--- src/rtl/mcmp_pkg.sv ---
package mcmp_pkg;

    typedef enum logic [1:0] {
        PWM_STATIC = 2'd0,
        PWM_SETRST = 2'd1,
        PWM_TOGGLE = 2'd2
    } pwm_mode_e;

    typedef struct packed {
        logic pin;
    } pwm_state_t;

    typedef struct packed {
        logic pin;
        logic flag;
    } ovf_state_t;

    function automatic pwm_mode_e decode_pwm_mode(input logic en, input logic toggle);
        if (!en) begin
            return PWM_STATIC;
        end
        return toggle ? PWM_TOGGLE : PWM_SETRST;
    endfunction

endpackage

--- src/rtl/mcmp_match.sv ---
module mcmp_match #(
    parameter int CNT_W = 16
) (
    input  logic [CNT_W-1:0] count_i,
    input  logic [CNT_W-1:0] cmp_i,
    input  logic [CNT_W-1:0] mask_i,
    output logic             zero_hit_o,
    output logic             cmp_hit_o
);

    logic [CNT_W-1:0] zero_bits;
    logic [CNT_W-1:0] diff_bits;

    // Per-bit masked terms; a set bit marks a mismatch in a kept position
    for (genvar b = 0; b < CNT_W; b++) begin : g_bit
        assign zero_bits[b] = mask_i[b] & count_i[b];
        assign diff_bits[b] = mask_i[b] & (count_i[b] ^ cmp_i[b]);
    end

    assign zero_hit_o = ~|zero_bits;
    assign cmp_hit_o  = ~|diff_bits;

endmodule

--- src/rtl/mcmp_pwm_stage.sv ---
module mcmp_pwm_stage
    import mcmp_pkg::*;
(
    input  logic clk,
    input  logic rst_n,
    input  logic tick_i,
    input  logic zero_hit_i,
    input  logic cmp_hit_i,
    input  logic en_i,
    input  logic toggle_i,
    input  logic pol_i,
    output logic pin_o
);

    pwm_state_t st_q;
    pwm_state_t st_d;
    pwm_mode_e  mode;

    assign mode = decode_pwm_mode(en_i, toggle_i);

    always_comb begin
        st_d = st_q;
        unique case (mode)
            PWM_STATIC: begin
                st_d.pin = pol_i;
            end
            PWM_SETRST: begin
                if (tick_i) begin
                    // compare hit takes priority over zero hit
                    if (cmp_hit_i) begin
                        st_d.pin = ~pol_i;
                    end else if (zero_hit_i) begin
                        st_d.pin = pol_i;
                    end
                end
            end
            PWM_TOGGLE: begin
                if (tick_i && cmp_hit_i) begin
                    st_d.pin = ~st_q.pin;
                end
            end
            default: begin
                st_d = st_q;
            end
        endcase
    end

    always_ff @(posedge clk or negedge rst_n) begin
        if (!rst_n) begin
            st_q <= '0;
        end else begin
            st_q <= st_d;
        end
    end

    assign pin_o = st_q.pin;

    AST_STATIC_LEVEL: assert property (@(posedge clk) disable iff (!rst_n)
        !en_i |=> pin_o == $past(pol_i));

    AST_NO_TICK_HOLD: assert property (@(posedge clk) disable iff (!rst_n)
        (en_i && !tick_i) |=> $stable(pin_o));

    AST_CMP_WINS: assert property (@(posedge clk) disable iff (!rst_n)
        (en_i && !toggle_i && tick_i && cmp_hit_i) |=> pin_o == !$past(pol_i));

    AST_ZERO_LEVEL: assert property (@(posedge clk) disable iff (!rst_n)
        (en_i && !toggle_i && tick_i && zero_hit_i && !cmp_hit_i) |=> pin_o == $past(pol_i));

    AST_TOGGLE_FLIP: assert property (@(posedge clk) disable iff (!rst_n)
        (en_i && toggle_i && tick_i && cmp_hit_i) |=> pin_o != $past(pin_o));

    AST_TOGGLE_QUIET: assert property (@(posedge clk) disable iff (!rst_n)
        (en_i && toggle_i && !cmp_hit_i) |=> $stable(pin_o));

endmodule

--- src/rtl/mcmp_ovf_stage.sv ---
module mcmp_ovf_stage
    import mcmp_pkg::*;
(
    input  logic clk,
    input  logic rst_n,
    input  logic ovf_i,
    input  logic toggle_i,
    input  logic clr_i,
    output logic pin_o,
    output logic flag_o
);

    ovf_state_t st_q;
    ovf_state_t st_d;

    always_comb begin
        st_d = st_q;
        // a wrap in the same cycle as a clear leaves the flag set
        if (ovf_i) begin
            st_d.flag = 1'b1;
        end else if (clr_i) begin
            st_d.flag = 1'b0;
        end
        if (toggle_i) begin
            if (ovf_i) begin
                st_d.pin = ~st_q.pin;
            end
        end else begin
            st_d.pin = st_d.flag;
        end
    end

    always_ff @(posedge clk or negedge rst_n) begin
        if (!rst_n) begin
            st_q <= '0;
        end else begin
            st_q <= st_d;
        end
    end

    assign pin_o  = st_q.pin;
    assign flag_o = st_q.flag;

    AST_FLAG_ON_WRAP: assert property (@(posedge clk) disable iff (!rst_n)
        ovf_i |=> flag_o);

    AST_FLAG_STICKY: assert property (@(posedge clk) disable iff (!rst_n)
        (flag_o && !clr_i) |=> flag_o);

    AST_FLAG_CLEAR: assert property (@(posedge clk) disable iff (!rst_n)
        (clr_i && !ovf_i) |=> !flag_o);

    AST_LATCH_PIN: assert property (@(posedge clk) disable iff (!rst_n)
        (!toggle_i && ovf_i) |=> pin_o);

    AST_WRAP_TOGGLE: assert property (@(posedge clk) disable iff (!rst_n)
        (toggle_i && ovf_i) |=> pin_o != $past(pin_o));

endmodule

--- src/rtl/mcmp_wavegen.sv ---
module mcmp_wavegen
    import mcmp_pkg::*;
#(
    parameter int CNT_W = 16
) (
    input  logic             clk,
    input  logic             rst_n,
    input  logic             tick_i,
    input  logic [CNT_W-1:0] count_i,
    input  logic             ovf_i,
    input  logic [CNT_W-1:0] cmp_i,
    input  logic [CNT_W-1:0] mask_i,
    input  logic             pwm_en_i,
    input  logic             pwm_toggle_i,
    input  logic             pwm_pol_i,
    input  logic             ovf_toggle_i,
    input  logic             flag_clr_i,
    output logic             pwm_o,
    output logic             ovf_o,
    output logic             ovf_flag_o
);

    logic zero_hit;
    logic cmp_hit;

    mcmp_match #(
        .CNT_W (CNT_W)
    ) u_match (
        .count_i    (count_i),
        .cmp_i      (cmp_i),
        .mask_i     (mask_i),
        .zero_hit_o (zero_hit),
        .cmp_hit_o  (cmp_hit)
    );

    mcmp_pwm_stage u_pwm (
        .clk        (clk),
        .rst_n      (rst_n),
        .tick_i     (tick_i),
        .zero_hit_i (zero_hit),
        .cmp_hit_i  (cmp_hit),
        .en_i       (pwm_en_i),
        .toggle_i   (pwm_toggle_i),
        .pol_i      (pwm_pol_i),
        .pin_o      (pwm_o)
    );

    mcmp_ovf_stage u_ovf (
        .clk      (clk),
        .rst_n    (rst_n),
        .ovf_i    (ovf_i),
        .toggle_i (ovf_toggle_i),
        .clr_i    (flag_clr_i),
        .pin_o    (ovf_o),
        .flag_o   (ovf_flag_o)
    );

    AST_MASKED_CMP: assert property (@(posedge clk) disable iff (!rst_n)
        (pwm_en_i && !pwm_toggle_i && tick_i
         && ((mask_i & count_i) == (mask_i & cmp_i))) |=> pwm_o == !$past(pwm_pol_i));

endmodule

--- config.mk ---
export PLATFORM = sky130hd
export DESIGN_NAME = mcmp_wavegen
export DESIGN_NICKNAME = d
export VERILOG_FILES = /design/src/rtl/mcmp_pkg.sv /design/src/rtl/mcmp_match.sv /design/src/rtl/mcmp_pwm_stage.sv /design/src/rtl/mcmp_ovf_stage.sv /design/src/rtl/mcmp_wavegen.sv
export SDC_FILE = /design/constraint.sdc
export NUM_CORES = 1
export LEC_CHECK = 0
export ABC_CLOCK_PERIOD_IN_PS = 1000
export BUFFER_PORTS_ARGS = -buffer_cell sky130_fd_sc_hd__buf_2
export CORE_MARGIN = 2
export CORE_UTILIZATION = 31
export CTS_BUF_LIST = sky130_fd_sc_hd__clkbuf_4 sky130_fd_sc_hd__clkbuf_8 sky130_fd_sc_hd__clkbuf_16
export CTS_CLUSTER_SIZE = 14
export DETAILED_ROUTE_END_ITERATION = 10
export HOLD_SLACK_MARGIN = 0.08
export PLACE_DENSITY = 0.78
export SETUP_SLACK_MARGIN = 0.05
export SLEW_MARGIN = 10
export SYNTH_ARGS = -nofsm -noshare
export SYNTH_HDL_FRONTEND = slang
export SYNTH_SLANG_ARGS = --single-unit
--- constraint.sdc ---
create_clock -name clk -period 1 [get_ports clk]
set_input_delay 0.1 -clock clk [delete_from_list [all_inputs] [get_ports clk]]
set_output_delay 0.1 -clock clk [all_outputs]
set_load 0.02 [all_outputs]
==> impl_metrics.py, run 1 <==
metrics = {
    "floorplan": {
        "die_y_um": 43.22,
        "initial_core_util_pct": 32.40,
        "io_pins": 60,
        "die_w_um": 43.22,
        "placementRows": 14,
        "core_um2": 1471,
        "die_area_um2": 1868,
    },
    "final_layout": {
        "fillers": 139,
        "finish.instance_area_um2": 864.6,
        "drive_gt1_share_pct": 59.02,
        "area_delta_synth_final_pct": 81.36,
        "antenna_cells": 0,
        "final_cells": 138,
        "nets": 180,
    },
    "detailed_routing": {
        "drt-total-wl_mm": 1.745,
        "vias": 708,
        "wl_per_cell_um": 12.64,
        "dr.pass1.iters": 4,
        "detail_route.drc_violations": 0,
        "antenna_left": 0,
        "first_iter_violations": 13,
        "via_per_inst": 5.130,
    },
    "status": {
        "violations": "setup timing",
        "status": "finished with violations",
    },
    "critical_path": {
        "crit_fanout": 4,
        "crit_type": "primary input to flip-flop",
        "startpoint_type": "primary input",
        "arrival_ns": 1.35,
        "cp-end-kind": "flip-flop",
        "path_buf_inv": 1,
        "slowest_stage": "o41a_1",
        "cp.required_ns": 1.10,
        "crit_path_max_incr_delay_ns": 0.39,
        "cp_top_family": "compound AO/OA/AOI/OAI gates",
        "path_cells": "buf_2 > xor2_1 > a22oi_1 > nand4_1 > nor2_2 > nor3_2 > o41a_1",
    },
    "power_and_ir_drop": {
        "cellPowerDensity_nw_per_um2": 827.3,
        "leakage_uw": 0.0004600,
        "vdd_drop_max_mv": 0.5555,
    },
    "cts": {
        "htree_levels": 1,
        "post-cts-setup-buffers": 0,
        "cts_buffers": 3,
        "cts_tree": "yes",
        "clock_sinks": 3,
        "cts_root_buffer": "clkbuf_4",
        "clock_path_buffers": 2,
        "clkTransAtPathRegs_ns": 0.04,
        "clock_latency_ns": 0.23,
    },
    "sta": {
        "whs_ns": 0.1087,
        "tns_ns": -0.2479,
        "setup_viol": 1,
        "post-route-period-util_pct": 124.8,
        "worst_pin_slew_ns": 0.3001,
        "layout_min_cycle_time_ns": 1.248,
        "max_freq_mhz": 801.3,
        "hold_viol": 0,
        "worst_slack_ns": -0.2479,
        "drv_slew": 0,
        "fin_skew_ns": 0.0005285,
        "relSlewSlack_pct": 79.99,
        "grt_setup_unrepaired": "yes",
    },
    "synth": {
        "synth_most_common_cell": "xor2_1",
        "synth_top_area_cell": "xor2_1",
        "synth_common_cells": "16 x xor2_1, 10 x a22oi_1",
        "async_flop_share_pct": 100.0,
        "synthFlopType": "dfrtp_1",
        "syn_inst": 55,
        "syn_nets": 112,
        "netlist_area_um2": 476.7,
        "synth_top_area_share_pct": 29.40,
        "synth_edf_count": 0,
        "yosys_register_bits": 3,
        "avgSynthCellArea_um2": 8.667,
        "yosys_warnings": 0,
        "synth_cell_type_count": 20,
        "synth_area_leaders": "xor2_1 29%, a22oi_1 16%, dfrtp_1 16%, a221oi_2 6.3%, nand4_1 3.9%",
        "seq_area_frac_synth_pct": 15.75,
    },
    "placed_design": {
        "place_hpwl_mm": 1.555,
        "placed_area_um2": 814.5,
        "placed_cells": 133,
        "pre_cts_ws_ns": -0.4961,
        "io_buffers": 59,
        "gp_congestion": 0.7914,
    },
    "global_route": {
        "grt_usage_pct": 19.84,
        "grt_pass1_wl_mm": 2.877,
        "overflow": 0,
        "grt_max_degree": 5,
        "antenna_found_initial": 0,
        "grt_pass1_vias": 710,
    },
    "hold_path": {
        "hold_class": "primary input to flip-flop",
    },
    "run": {
        "cap_violations": 0,
    },
}
-- cell families after synthesis --
logic type | share of synthesized area, %
compound gates | 38.58
xor+xnor | 29.40
simple gates | 13.91
flops | 15.75
buf+inv | 2.362
-- stage by stage --
step / utilization, % / total power (uW)
after floorplan: - / 283.4
after global placement: 55.36 / 462.3
after detailed placement: 55.36 / 473.1
after CTS: 58.08 / 719.2
after global routing: 58.76 / 775.8
final: 58.76 / 715.2
-- where the power goes --
| part | switching [uW] | internal [uW] | total, uW |
|---|---|---|---|
| Combinational | 157 | 181 | 338 |
| Clock | 57.8 | 176 | 234 |
| Sequential | 7.94 | 135 | 143 |
| Total | 223 | 492 | 715 |
-- sequential cells by signal (all words and copies together) (netlist names) --
register / count
u_ovf.flag_o: 1
u_ovf.pin_o: 1
u_pwm.pin_o: 1
-- layout by cell type, fill, tap and decap left out --
| master | Yosys | final |
|---|---|---|
| buf_2 | 0 | 59 |
| a22oi_1 | 10 | 9 |
| a221oi_2 | 2 | 2 |
| o22ai_1 | 1 | 1 |
| a22o_1 | 2 | 2 |
| a21oi_1 | 2 | 2 |
| buf_4 | 0 | 3 |
| nand2b_1 | 1 | 1 |
| a222oi_1 | 1 | 1 |
| nand4b_1 | 1 | 1 |
| nand2_1 | 3 | 3 |
| o21ai_1 | 1 | 1 |
| and4b_1 | 1 | 1 |
| a211o_2 | 1 | 1 |
| nand4_1 | 3 | 3 |
| o221ai_1 | 1 | 1 |
| dfrtp_1 | 3 | 3 |
| nor2_2 | 1 | 1 |
| nor3_2 | 0 | 1 |
| xor2_1 | 16 | 16 |
| clkbuf_4 | 0 | 4 |
| dlygate4sd3_1 | 0 | 1 |
| a22oi_2 | 0 | 1 |
| o41a_1 | 1 | 1 |
| inv_1 | 3 | 3 |
-- routing by layer --
layer	vias to the layer above	GRT usage, %	share of wire [%]
li1	354	-	-
met1	329	21.08	36
met2	23	37.91	58
met3	2	2.553	5.0
met4	0	8.485	1.3
met5	-	0	0
-- path summary, 6_finish.rpt --
| check | from | endpoint | slack [ns] | depth (start not counted) |
|---|---|---|---|---|
| min reg2reg | u_ovf.flag_o$_DFF_PN0_ | u_ovf.flag_o$_DFF_PN0_ | 0.50 | 2 |
| max in group asynchronous | rst_n | u_ovf.pin_o$_DFFE_PN0P_ | 0.66 | 2 |
| max | cmp_i[8] | u_pwm.pin_o$_DFFE_PN0P_ | -0.25 | 7 |
| min | ovf_i | u_ovf.flag_o$_DFF_PN0_ | 0.11 | 3 |
| max reg2reg | u_pwm.pin_o$_DFFE_PN0P_ | u_pwm.pin_o$_DFFE_PN0P_ | 0.07 | 2 |
| min in group asynchronous | rst_n | u_ovf.flag_o$_DFF_PN0_ | 0.23 | 2 |
-- tightest hold or removal path, delay by kind of cell --
family          cells  cell delay [ns]
buf+inv             2             0.15
compound gates      1             0.05
-- area by class of cell --
cell class / count / area (um^2) / area share (%)
Multi-Input combinational cell: 49 / 400.4 / 46.31
Sequential cell: 3 / 75.07 / 8.683
Clock buffer: 4 / 30.03 / 3.473
Timing Repair Buffer: 63 / 327.8 / 37.92
Inverter: 3 / 11.26 / 1.302
Tap cell: 16 / 20.02 / 2.315
-- timing repair --
| item | 4_1_cts | 5_1_grt |
|---|---|---|
| setup endpoints to repair | 1 | 1 |
| cloned | 0 | 0 |
| pin swaps | 10 | 1 |
| hold buffers | 1 | 0 |
| hold endpoints to repair | 3 | 0 |
| resized for setup | 0 | 2 |
Power figures use the tool's default switching activity.
==> inputs of run 2 (changes only) <==
--- a/config.mk
+++ b/config.mk
@@ -5,7 +5,7 @@
 export SDC_FILE = /design/constraint.sdc
 export NUM_CORES = 1
 export LEC_CHECK = 0
-export ABC_CLOCK_PERIOD_IN_PS = 1000
+export ABC_CLOCK_PERIOD_IN_PS = 1350
 export BUFFER_PORTS_ARGS = -buffer_cell sky130_fd_sc_hd__buf_2
 export CORE_MARGIN = 2
 export CORE_UTILIZATION = 31
==> constraint.sdc (replaced) <==
create_clock -name clk -period 1.35 [get_ports clk]
set_input_delay 0.135 -clock clk [delete_from_list [all_inputs] [get_ports clk]]
set_output_delay 0.135 -clock clk [all_outputs]
set_load 0.02 [all_outputs]
==> impl_metrics.py, run 2 (same netlist as run 1, synthesis figures left out) <==
metrics = {
    "floorplan": {
        "placementRows": 14,
        "core_um2": 1471,
        "die_y_um": 43.22,
        "die_area_um2": 1868,
        "die_w_um": 43.22,
        "io_pins": 60,
        "initial_core_util_pct": 32.40,
    },
    "sta": {
        "grt_setup_unrepaired": "yes",
        "whs_ns": 0.1529,
        "tns_ns": 0,
        "worst_pin_slew_ns": 0.2904,
        "worst_slack_ns": 0.04446,
        "relSlewSlack_pct": 80.64,
        "hold_viol": 0,
        "post-route-period-util_pct": 96.71,
        "max_freq_mhz": 766.0,
        "fin_skew_ns": 0.00002627,
        "layout_min_cycle_time_ns": 1.306,
        "setup_viol": 0,
        "drv_slew": 0,
    },
    "cts": {
        "clock_latency_ns": 0.22,
        "clock_path_buffers": 2,
        "cts_root_buffer": "clkbuf_4",
        "cts_buffers": 3,
        "htree_levels": 1,
        "cts_tree": "yes",
        "clkTransAtPathRegs_ns": 0.04,
        "clock_sinks": 3,
    },
    "detailed_routing": {
        "vias": 689,
        "antenna_left": 0,
        "wl_per_cell_um": 12.13,
        "via_per_inst": 4.993,
        "dr.pass1.iters": 4,
        "drt-total-wl_mm": 1.674,
        "first_iter_violations": 9,
        "detail_route.drc_violations": 0,
    },
    "final_layout": {
        "final_cells": 138,
        "drive_gt1_share_pct": 59.02,
        "final_common_cell": "buf_2",
        "multi_input_comb_area_um2": 399.1,
        "area_delta_synth_final_pct": 81.10,
        "mostFrequentLayoutCells": "59 x buf_2, 16 x xor2_1, 9 x a22oi_1, 4 x clkbuf_4",
        "fillers": 129,
        "nets": 180,
        "regArea_um2": 75.07,
        "antenna_cells": 0,
    },
    "global_route": {
        "grt_pass1_vias": 726,
        "grt_usage_pct": 18.89,
        "overflow": 0,
        "grt_pass1_wl_mm": 2.746,
        "grt_max_degree": 5,
        "antenna_found_initial": 0,
    },
    "placed_design": {
        "gp_congestion": 0.7900,
        "place_hpwl_mm": 1.494,
        "pre_cts_ws_ns": -0.1987,
        "io_buffers": 59,
        "placed_cells": 132,
    },
    "critical_path": {
        "crit_type": "primary input to flip-flop",
        "r2r_slack_ns": 0.44,
        "startpoint_type": "primary input",
        "cp-end-kind": "flip-flop",
        "worstReg2RegStart": "u_pwm.pin_o$_DFFE_PN0P_",
        "cp.required_ns": 1.45,
        "slowest_stage": "o41a_1",
        "crit_end": "u_pwm.pin_o$_DFFE_PN0P_",
        "arrival_ns": 1.41,
        "crit_path_max_incr_delay_ns": 0.37,
        "path_cells": "buf_2 > a22o_1 > a221oi_2 > nand4_1 > o21ai_2 > a21oi_1 > o41a_1",
        "r2r_cells": 2,
        "crit_fanout": 2,
        "r2r_end": "u_pwm.pin_o$_DFFE_PN0P_",
        "cp-startpoint": "mask_i[8]",
    },
    "power_and_ir_drop": {
        "vdd_drop_max_mv": 0.4633,
        "leakage_uw": 0.0004613,
        "finalPower_uw": 530.8,
        "cellPowerDensity_nw_per_um2": 614.8,
    },
    "status": {
        "status": "finished clean",
    },
    "run": {
        "cap_violations": 0,
    },
    "hold_path": {
        "hold_class": "primary input to flip-flop",
    },
}
[run 2: cell counts in the layout (fill, tap and decap cells not counted)]
No cell type changed its count.
[run 2: critical path: cells and delay by family]
| family | cells | cell delay [ns] |
|---|---|---|
| buf+inv | 1 | 0.11 |
| simple gates | 1 | 0.15 |
| compound gates | 5 | 1.02 |
[run 2: area by class of cell]
type	count	share of cell area, %
Multi-Input combinational cell	49	46.23
Tap cell	16	2.319
Timing Repair Buffer	63	37.97
Inverter	3	1.304
Clock buffer	4	3.478
Sequential cell	3	8.696
[run 2: worst min path at each step]
stage | startpoint | to | slack [ns] | cells past startpoint
detailed placement | rst_n | u_pwm.pin_o$_DFFE_PN0P_ | -0.07 | 1
CTS | ovf_i | u_ovf.flag_o$_DFF_PN0_ | 0.15 | 3
floorplan | rst_n | u_ovf.flag_o$_DFF_PN0_ | -0.16 | 0
global placement | rst_n | u_ovf.flag_o$_DFF_PN0_ | -0.07 | 1
finish | ovf_i | u_ovf.flag_o$_DFF_PN0_ | 0.15 | 3
global route | ovf_i | u_ovf.flag_o$_DFF_PN0_ | 0.16 | 3
[run 2: power by group]
part | total (uW) | internal, uW | switching, uW
Sequential | 107 | 100 | 7.22
Combinational | 247 | 132 | 114
Clock | 177 | 131 | 46.1
Total | 531 | 363 | 168
[run 2: stage by stage]
step,utilization (%),area (um^2)
6_report,58.67,863.3
5_1_grt,58.67,863.3
4_1_cts,57.57,847.1
3_5_place_dp,54.85,807.0
3_3_place_gp,54.85,807.0
2_1_floorplan,-,476.7
[run 2: what timing repair did]
| item | 4_1_cts | 5_1_grt |
|---|---|---|
| setup endpoints to repair | 0 | 1 |
| buffers inserted | 0 | 1 |
| hold buffers | 1 | 0 |
| gates resized for setup | 0 | 2 |
| endpoints found under the hold margin | 3 | 0 |
[run 2: per-layer routing]
metal  up-vias  global-route usage (%)  routed length, um
met4         0                   7.273                 10
met3         2                   1.277                 82
met2        21                   36.72                968
met5         -                       0                  0
met1       312                   20.57                612
li1        354                       -                  -
